**src/rtl/alu_flags_pkg.sv**
```systemverilog
package alu_flags_pkg;

  localparam logic [2:0] OPC_ADD = 3'd0;
  localparam logic [2:0] OPC_ADC = 3'd1;
  localparam logic [2:0] OPC_SUB = 3'd2;
  localparam logic [2:0] OPC_SBB = 3'd3;

  typedef struct packed {
    logic ovf;
    logic sgn;
    logic aux;
    logic par;
    logic zero_x;
    logic zero;
    logic carry_x;
    logic carry;
  } flags_t;

  function automatic logic even_ones8(input logic [7:0] v);
    return ~^v;
  endfunction

  function automatic logic opc_legal(input logic [2:0] opc);
    return opc[2] == 1'b0;
  endfunction

  function automatic logic opc_is_sub(input logic [2:0] opc);
    return opc[1];
  endfunction

  function automatic logic opc_uses_carry(input logic [2:0] opc);
    return opc[0];
  endfunction

endpackage

```
**src/rtl/alu_operand_sel.sv**
```systemverilog
module alu_operand_sel #(
  parameter int W = 32
) (
  input  logic         imm_sel,
  input  logic [W-1:0] src_b,
  input  logic [7:0]   imm8,
  output logic [W-1:0] opnd_b
);
  localparam int EXT = W - 8;

  logic [W-1:0] imm_ext;

  generate
    if (EXT > 0) begin : g_ext
      assign imm_ext = {{EXT{imm8[7]}}, imm8};
    end else begin : g_noext
      assign imm_ext = imm8[W-1:0];
    end
  endgenerate

  assign opnd_b = imm_sel ? imm_ext : src_b;
endmodule

```
**src/rtl/alu_addsub_core.sv**
```systemverilog
module alu_addsub_core
  import alu_flags_pkg::*;
#(
  parameter int W = 32
) (
  input  logic [2:0]   opcode,
  input  logic [W-1:0] opnd_a,
  input  logic [W-1:0] opnd_b,
  input  logic         carry_in,
  output logic [W-1:0] sum,
  output logic         carry_out,
  output logic         aux_out,
  output logic         ovf_out,
  output logic         legal
);
  localparam int MSB = W - 1;

  logic         is_sub;
  logic         cin_eff;
  logic [W:0]   wide;

  function automatic logic [W:0] wide_addsub(input logic [W-1:0] a,
                                             input logic [W-1:0] b,
                                             input logic c, input logic sub);
    logic [W:0] ea;
    logic [W:0] eb;
    logic [W:0] ec;
    ea = {1'b0, a};
    eb = {1'b0, b};
    ec = {{W{1'b0}}, c};
    return sub ? (ea - eb - ec) : (ea + eb + ec);
  endfunction

  function automatic logic signed_ovf(input logic a_s, input logic b_s,
                                      input logic r_s, input logic sub);
    return sub ? ((a_s != b_s) && (r_s != a_s))
               : ((a_s == b_s) && (r_s != a_s));
  endfunction

  assign legal   = opc_legal(opcode);
  assign is_sub  = opc_is_sub(opcode);
  assign cin_eff = opc_uses_carry(opcode) & carry_in;
  assign wide    = wide_addsub(opnd_a, opnd_b, cin_eff, is_sub);

  assign sum       = legal ? wide[MSB:0] : '0;
  assign carry_out = wide[W];
  assign aux_out   = wide[4] ^ opnd_a[4] ^ opnd_b[4];
  assign ovf_out   = signed_ovf(opnd_a[MSB], opnd_b[MSB], wide[MSB], is_sub);
endmodule

```
**src/rtl/alu_flag_gen.sv**
```systemverilog
module alu_flag_gen
  import alu_flags_pkg::*;
#(
  parameter int W = 32
) (
  input  logic [W-1:0] sum,
  input  logic         carry_out,
  input  logic         aux_out,
  input  logic         ovf_out,
  output flags_t       next_flags
);
  logic is_zero;

  assign is_zero = (sum == '0);

  always_comb begin
    next_flags         = '0;
    next_flags.carry   = carry_out;
    next_flags.carry_x = carry_out;
    next_flags.zero    = is_zero;
    next_flags.zero_x  = is_zero;
    next_flags.par     = even_ones8(sum[7:0]);
    next_flags.aux     = aux_out;
    next_flags.sgn     = sum[W-1];
    next_flags.ovf     = ovf_out;
  end
endmodule

```
**src/rtl/alu_flag_reg.sv**
```systemverilog
module alu_flag_reg
  import alu_flags_pkg::*;
(
  input  logic   clk,
  input  logic   rst_n,
  input  logic   load,
  input  flags_t d,
  output flags_t q
);
  always_ff @(posedge clk or negedge rst_n) begin
    if (!rst_n)    q <= '0;
    else if (load) q <= d;
  end
endmodule

```
**src/rtl/arith_flag_unit.sv**
```systemverilog
module arith_flag_unit
  import alu_flags_pkg::*;
#(
  parameter int W = 32
) (
  input  logic         clk,
  input  logic         rst_n,
  input  logic         op_valid,
  input  logic [2:0]   opcode,
  input  logic         imm_sel,
  input  logic [W-1:0] src_a,
  input  logic [W-1:0] src_b,
  input  logic [7:0]   imm8,
  input  logic         carry_in,
  input  logic         flags_we,
  output logic [W-1:0] result,
  output logic [7:0]   flags_q
);
  logic [W-1:0] opnd_b;
  logic         carry_out;
  logic         aux_out;
  logic         ovf_out;
  logic         legal;
  logic         flag_wr;
  flags_t       next_flags;
  flags_t       flags_r;

  alu_operand_sel #(.W(W)) u_sel (
    .imm_sel (imm_sel),
    .src_b   (src_b),
    .imm8    (imm8),
    .opnd_b  (opnd_b)
  );

  alu_addsub_core #(.W(W)) u_core (
    .opcode    (opcode),
    .opnd_a    (src_a),
    .opnd_b    (opnd_b),
    .carry_in  (carry_in),
    .sum       (result),
    .carry_out (carry_out),
    .aux_out   (aux_out),
    .ovf_out   (ovf_out),
    .legal     (legal)
  );

  alu_flag_gen #(.W(W)) u_gen (
    .sum        (result),
    .carry_out  (carry_out),
    .aux_out    (aux_out),
    .ovf_out    (ovf_out),
    .next_flags (next_flags)
  );

  assign flag_wr = op_valid & flags_we & legal;

  alu_flag_reg u_reg (
    .clk   (clk),
    .rst_n (rst_n),
    .load  (flag_wr),
    .d     (next_flags),
    .q     (flags_r)
  );

  assign flags_q = flags_r;
endmodule

```
**config.mk**
```make
export PLATFORM = sky130hd
export DESIGN_NAME = arith_flag_unit
export DESIGN_NICKNAME = d
export VERILOG_FILES = /design/src/rtl/alu_flags_pkg.sv /design/src/rtl/alu_operand_sel.sv /design/src/rtl/alu_addsub_core.sv /design/src/rtl/alu_flag_gen.sv /design/src/rtl/alu_flag_reg.sv /design/src/rtl/arith_flag_unit.sv
export SDC_FILE = /design/constraint.sdc
export NUM_CORES = 1
export LEC_CHECK = 0
export BUFFER_PORTS_ARGS = -buffer_cell sky130_fd_sc_hd__buf_2
export CORE_MARGIN = 1
export CORE_UTILIZATION = 24
export CTS_CLUSTER_DIAMETER = 60
export DETAILED_ROUTE_END_ITERATION = 7
export GPL_TIMING_DRIVEN = 1
export PLACE_DENSITY = 0.47
export SKIP_LAST_GASP = 1
export SYNTH_ARGS = -nofsm -noshare
export SYNTH_HDL_FRONTEND = slang
export SYNTH_HIERARCHICAL = 1
export SYNTH_SLANG_ARGS = --single-unit
```
**constraint.sdc**
```tcl
create_clock -name clk -period 5.2 [get_ports clk]
set_input_delay 1.04 -clock clk [delete_from_list [all_inputs] [get_ports clk]]
set_output_delay 1.04 -clock clk [all_outputs]
set_load 0.05 [all_outputs]
```
# Yosys cells after proc, flatten, opt, wreduce, memory -nomap -nowiden
# Cells that the tools add are included.
word_totals:
  reg_bits: 6
  output_inout_bits: 40
classes:
  addsub: 4
  n_eq_ne: 3
  muxes: 4
  bitwise_logic: 6
  n_reduce_logical: 4
ops:
  columns: ["operator", "n"]
  rows:
  - ["$mux W32", 2]
  - ["$add A32 B32 Y33", 1]
  - ["$add A33 B1 Y33", 1]
  - ["$mux W33", 1]
  - ["$sub A32 B32 Y33", 1]
  - ["$sub A33 B1 Y33", 1]
  - ["$logic_not A32 Y1", 1]
  - ["$reduce_xnor A8 Y1", 1]
  - ["$and A1 B1 Y1", 3]
  - ["$logic_and A1 B1 Y1", 2]
  - ["$ne A1 B1 Y1", 2]
  - ["$xor A1 B1 Y1", 2]
  - ["$eq A1 B1 Y1", 1]
  - ["$mux W1", 1]
  - ["$not A1 Y1", 1]

# Logic depth before layout (Yosys ltp)
logic_depth:
  ltp_word: 7
  mapped_depth: 21

# Hierarchy
# Netlist, hierarchy kept.
modules_own_cells:
  columns: ["module", "n_inst", "cells_each", "area_each_um2", "seq_area_each_um2"]
  rows:
  - ["alu_addsub_core", 1, 642, 4455.5, 0.0]
  - ["alu_operand_sel", 1, 38, 554.3, 0.0]
  - ["alu_flag_reg", 1, 17, 331.6, 200.2]
  - ["alu_flag_gen", 1, 32, 242.7, 0.0]
  - ["arith_flag_unit", 1, 1, 6.3, 0.0]

# Worst setup path before layout
# No wires, ideal clock.
synth_path:
  path_kind: "input to output"
  from: "input port imm_sel"
  to: "output port result[30]"
  arrival_time_ns: 5.782
  required_ns: 4.160
  slack_ns: -1.622
  stages: 16
  path_buffers: 3
  path_cell_list: "buf_6 -> buf_12 -> mux2_4 -> ha_1 -> inv_2 -> ha_1 -> clkbuf_1 -> a21o_1 -> a21o_1 -> a21o_1 -> a31oi_1 -> o21bai_1 -> a41o_1 -> o311ai_0 -> o41ai_1 -> a2111oi_1"
synth_between:
  elab_chain_cells: 5
  word_cells_on_any_way: 7
  classes_between: "add/sub (4); mux (3)"
synth_lines:
  columns: ["item", "line_no", "source"]
  rows:
  - ["start, declared", "arith_flag_unit.sv:10", "input logic imm_sel,"]
  - ["$mux W32 (*)", "alu_operand_sel.sv:21", "assign opnd_b = imm_sel ? imm_ext : src_b;"]
  - ["via opnd_b[11]", "arith_flag_unit.sv:19", "logic [W-1:0] opnd_b;"]
  - ["$add A32 B32 Y33 or $sub A32 B32 Y33 (tied branches)", "alu_addsub_core.sv:31", "return sub ? (ea - eb - ec) : (ea + eb + ec);"]
  - ["$add A33 B1 Y33 or $sub A33 B1 Y33 (tied branches)", "alu_addsub_core.sv:31", null]
  - ["$mux W33 (*)", "alu_addsub_core.sv:31", null]
  - ["$mux W32 (*)", "alu_addsub_core.sv:45", "assign sum = legal ? wide[MSB:0] : '0;"]
  - ["end, declared", "arith_flag_unit.sv:16", "output logic [W-1:0] result,"]
# The timed path passes the listed nets; every way through them passes the cells marked *.

# Worst setup path in the final report
# Same ends and word-level chain as after synthesis.

==> results by stage <==
Outcome:
- The flow ran to the end, but the final reports show violations.
- The checks that failed: negative setup slack.

Worst setup path:
- The category of the worst setup path launch point is an input port.
- The critical path data required time is 4.16 ns.
- The critical path is of the input port to output pin type.
- The biggest fanout along the worst timing path is 8.
- STA classifies the critical path endpoint as an output pin.
- The worst path buffer plus inverter count is 5.
- The critical path goes through buf_12 > buf_12 > mux2_4 > ha_4 > clkinv_2 > nand4_1 > nor4_4 > a211oi_4 > o2111ai_2 > o211ai_2 > o41a_1 > buf_4 > a21o_1 > a2111oi_4 > buf_6.
- The cell that appears most often on the critical path is sky130_fd_sc_hd__buf_12.
- The maximum single-stage delay on the critical path is 0.42 ns.
- The cell family contributing the most delay on the critical path is compound AO/OA/AOI/OAI gates.
- The arrival time at the worst endpoint is 4.30 ns.
- The highest-delay cell along the critical path is sky130_fd_sc_hd__a2111oi_4.

Synthesis:
- The count of yosys warnings during synthesis is 6.
- The sequential share of the synthesized area is 3.58%.
- Averaged over all synthesized cells, the footprint is 7.66 µm².
- The proportion of netlist area held by the largest area contributor is 21.7%.
- Synthesis instantiated 77 different standard cells from the library.
- The cell accounting for the most synthesized area is sky130_fd_sc_hd__ha_1.
- The number of register bits inferred by synthesis is 8.
- The number of nets in the synthesized netlist is 912.
- After synthesis, the cell types taking the most area are sky130_fd_sc_hd__ha_1, sky130_fd_sc_hd__mux2_4, sky130_fd_sc_hd__xnor2_1, sky130_fd_sc_hd__inv_1, sky130_fd_sc_hd__a21oi_1.
- The synthesized cell area is 5590 µm².
- The primary flip-flop cell chosen by synthesis mapping is sky130_fd_sc_hd__dfrtp_1.
- The cell count after synthesis is 730.
- Yosys mapped a number of flops with a built-in enable equal to 0.
- Counting flops with an async set or reset pin after synthesis yields a share of 100%.

Timing:
- The time the final worst path needs with I/O delays and setup is 5.34 ns.
- Headroom to the max-slew limit came out at 58.0%.
- The fmax is 187 MHz.
- The actual transition at the worst max-transition pin is 0.629 ns.
- Setup total negative slack on the finished layout was measured at -0.686 ns.
- The worst slack on hold paths is 0.503 ns.
- Setup violations remaining at the end of the flow were counted as 9.
- The slack of the critical path is -0.139 ns.
- Dividing the final minimum period by the clock period gives 103%.
- On the final layout, the worst clock skew is 0 ns.
- Setup repair after global routing could not meet its margin everywhere.
- The count of final hold-check violations is 0.
- The number of max-slew violations in the final report was 0.

Clocking:
- In this run the number of H-tree levels came out at 1.
- The CTS tree is yes.
- The clock sink count is 8.
- After clock tree synthesis, the clock-pin slew on the worst setup and hold paths is 0.03 ns.
- The clock latency reported for the late side of the worst-skew pair is 0.23 ns.
- In this run the deepest clock path goes through 2 buffers.
- The number of buffers inserted by hold repair at cts is 0.
- The number of buffers created by CTS is 3.
- CTS placed an instance of sky130_fd_sc_hd__clkbuf_16 at the clock tree root.

Power and ir drop:
- For this design the static power due to leakage is 4.36 nW.
- IR analysis of the VDD net gives a maximum drop of 0.000143 V.
- The power density relative to cell area is 241 nW/µm².

Layout:
- The net count of the finished layout is 1206.
- The flip-flop count of the largest register, all copies and words added is 8.
- The most common library cell in the layout ignoring fill and taps is sky130_fd_sc_hd__buf_4.
- 0 antenna diodes ended up in the layout.
- The fraction of layout instances using a drive strength above 1 is 49.1%.
- The largest registers in the layout are u_reg/q x8.
- The top cell types in the final layout, fill and taps aside, are sky130_fd_sc_hd__buf_4, sky130_fd_sc_hd__inv_1, sky130_fd_sc_hd__buf_2.
- The relative area change from synthesis to final layout is 63.7%.
- The most flop-heavy register is u_reg/q.

Route:
- Across all layers, the routed design uses 6122 vias.
- The number of antenna-violating nets in the routed design is 0.
- The post-detailed-routing wire length is 19600 µm.
- After the first detailed-routing iteration, the DRC count stood at 219.
- The mean number of vias per cell is 4.68.
- The count of TritonRoute iterations in the first routing pass is 4.
- For this run, design rule violations remaining after detail routing come to 0.
- Dividing the detail-routed wire length by the instance count gives 15.0 µm.

Floorplan:
- The die is 155 µm wide.
- 121 I/O pins were placed.
- The initial utilization of the core area, before any placement, comes to 24.6%.
- The area enclosed by the die boundary is 23900 µm².
- The area inside the core boundary is 22700 µm².
- In this run the core area contains 55 standard-cell rows.
- Measured along the y axis, the die boundary spans 155 µm.

Hold path:
- The worst hold path belongs to the class flip-flop to flip-flop.

Global routing:
- Global routing used 15.9% of the available tracks across all layers.
- The via count of the first global-routing pass is 6157.
- Entering global routing, the biggest net connects 46 pins.
- The number of antenna violations at the first check in global routing is 0.
- The first global-routing pass estimated 31000 µm of wire.
- The residual overflow from global routing is 0.

Flow run:
- Across the run, the number of max-cap violations was 0.

Place:
- Detailed placement ended at an HPWL of 16300 µm.
- Input and output buffers added on the ports amount to 120.
- At the end of routability-driven placement, the weighted congestion stood at 0.832.
-- area by class of cell --
cell class,count,area (µm²)
fill,2349,13600
timing repair buffer,321,2370
clock buffer,3,75.1
sequential,8,200
multi-input combinational,575,5710
inverter,115,443
tap,285,357
-- per-layer routing --
metal / track usage, % / up-vias / routed length (µm)
li1: - / 3154 / -
met1: 20.9 / 2851 / 9290
met2: 29.0 / 103 / 9530
met3: 1.15 / 14 / 525
met4: 1.74 / 0 / 236
met5: 0 / - / 0
-- final timing paths --
kind                       startpoint         end  slack, ns  cells after the start
max reg2reg                u_reg/q[7]  u_reg/q[7]       4.42                      1
min reg2reg                u_reg/q[0]  u_reg/q[0]       0.50                      1
max in group asynchronous       rst_n  u_reg/q[7]       4.40                      1
min                        u_reg/q[0]  u_reg/q[0]       0.50                      1
max                           imm_sel  result[30]      -0.14                     15
min in group asynchronous       rst_n  u_reg/q[1]       0.64                      1
-- synth_stat cells, types with 8 or more instances --
library cell / count
sky130_fd_sc_hd__mux2_4: 38
sky130_fd_sc_hd__nand2_1: 22
sky130_fd_sc_hd__clkbuf_1: 16
sky130_fd_sc_hd__dfrtp_1: 8
sky130_fd_sc_hd__a211oi_1: 18
sky130_fd_sc_hd__nand4_1: 15
sky130_fd_sc_hd__ha_1: 97
sky130_fd_sc_hd__o21ai_0: 36
sky130_fd_sc_hd__a21o_1: 29
sky130_fd_sc_hd__a21oi_1: 59
sky130_fd_sc_hd__nor3_1: 10
sky130_fd_sc_hd__xnor2_1: 49
sky130_fd_sc_hd__o21bai_1: 14
sky130_fd_sc_hd__nor2_1: 56
sky130_fd_sc_hd__a31oi_1: 10
sky130_fd_sc_hd__inv_1: 110
sky130_fd_sc_hd__xor2_1: 11
-- per-stage QoR --
stage / setup WS [ns] / power, mW / cells / util (%) / cell area, µm²
after floorplan: -0.303 / 1.23 / 730 / - / 5900
after global placement: -0.441 / 1.81 / 1274 / 35.1 / 7970
after detailed placement: -0.467 / 1.81 / 1274 / 35.1 / 7970
after CTS: -0.200 / 2.10 / 1288 / 38.5 / 8730
after global routing: -0.301 / 2.37 / 1307 / 40.3 / 9150
final: -0.139 / 2.20 / 1307 / 40.3 / 9150
-- where the power goes --
| part | leakage (nW) | total [mW] | switching [mW] | internal (mW) |
|---|---|---|---|---|
| logic | 4.22 | 1.98 | 1.06 | 0.925 |
| clock network | 0.0370 | 0.127 | 0.0282 | 0.0989 |
| registers | 0.101 | 0.0918 | 0.0110 | 0.0807 |
-- logic make-up after synthesis --
kind of cell	count (synthesis)	share of synthesized area [%]
XOR/XNOR	60	9.40
buffers and inverters	147	11.8
AO/OA/AOI/OAI	220	27.0
adder cells (fa/ha/maj)	101	23.1
AND/OR/NAND/NOR	148	13.4
multiplexers	46	11.7
flip-flops	8	3.58
-- repair_timing --
| item | 4_1_cts | 5_1_grt |
|---|---|---|
| pin swaps | 62 | 52 |
| gates cloned | 1 | 0 |
| buffers inserted | 11 | 20 |
| resized for setup | 113 | 61 |
| hold endpoints to repair | 0 | 0 |
| setup endpoints to repair | 22 | 23 |
Power figures use the tool's default switching activity.
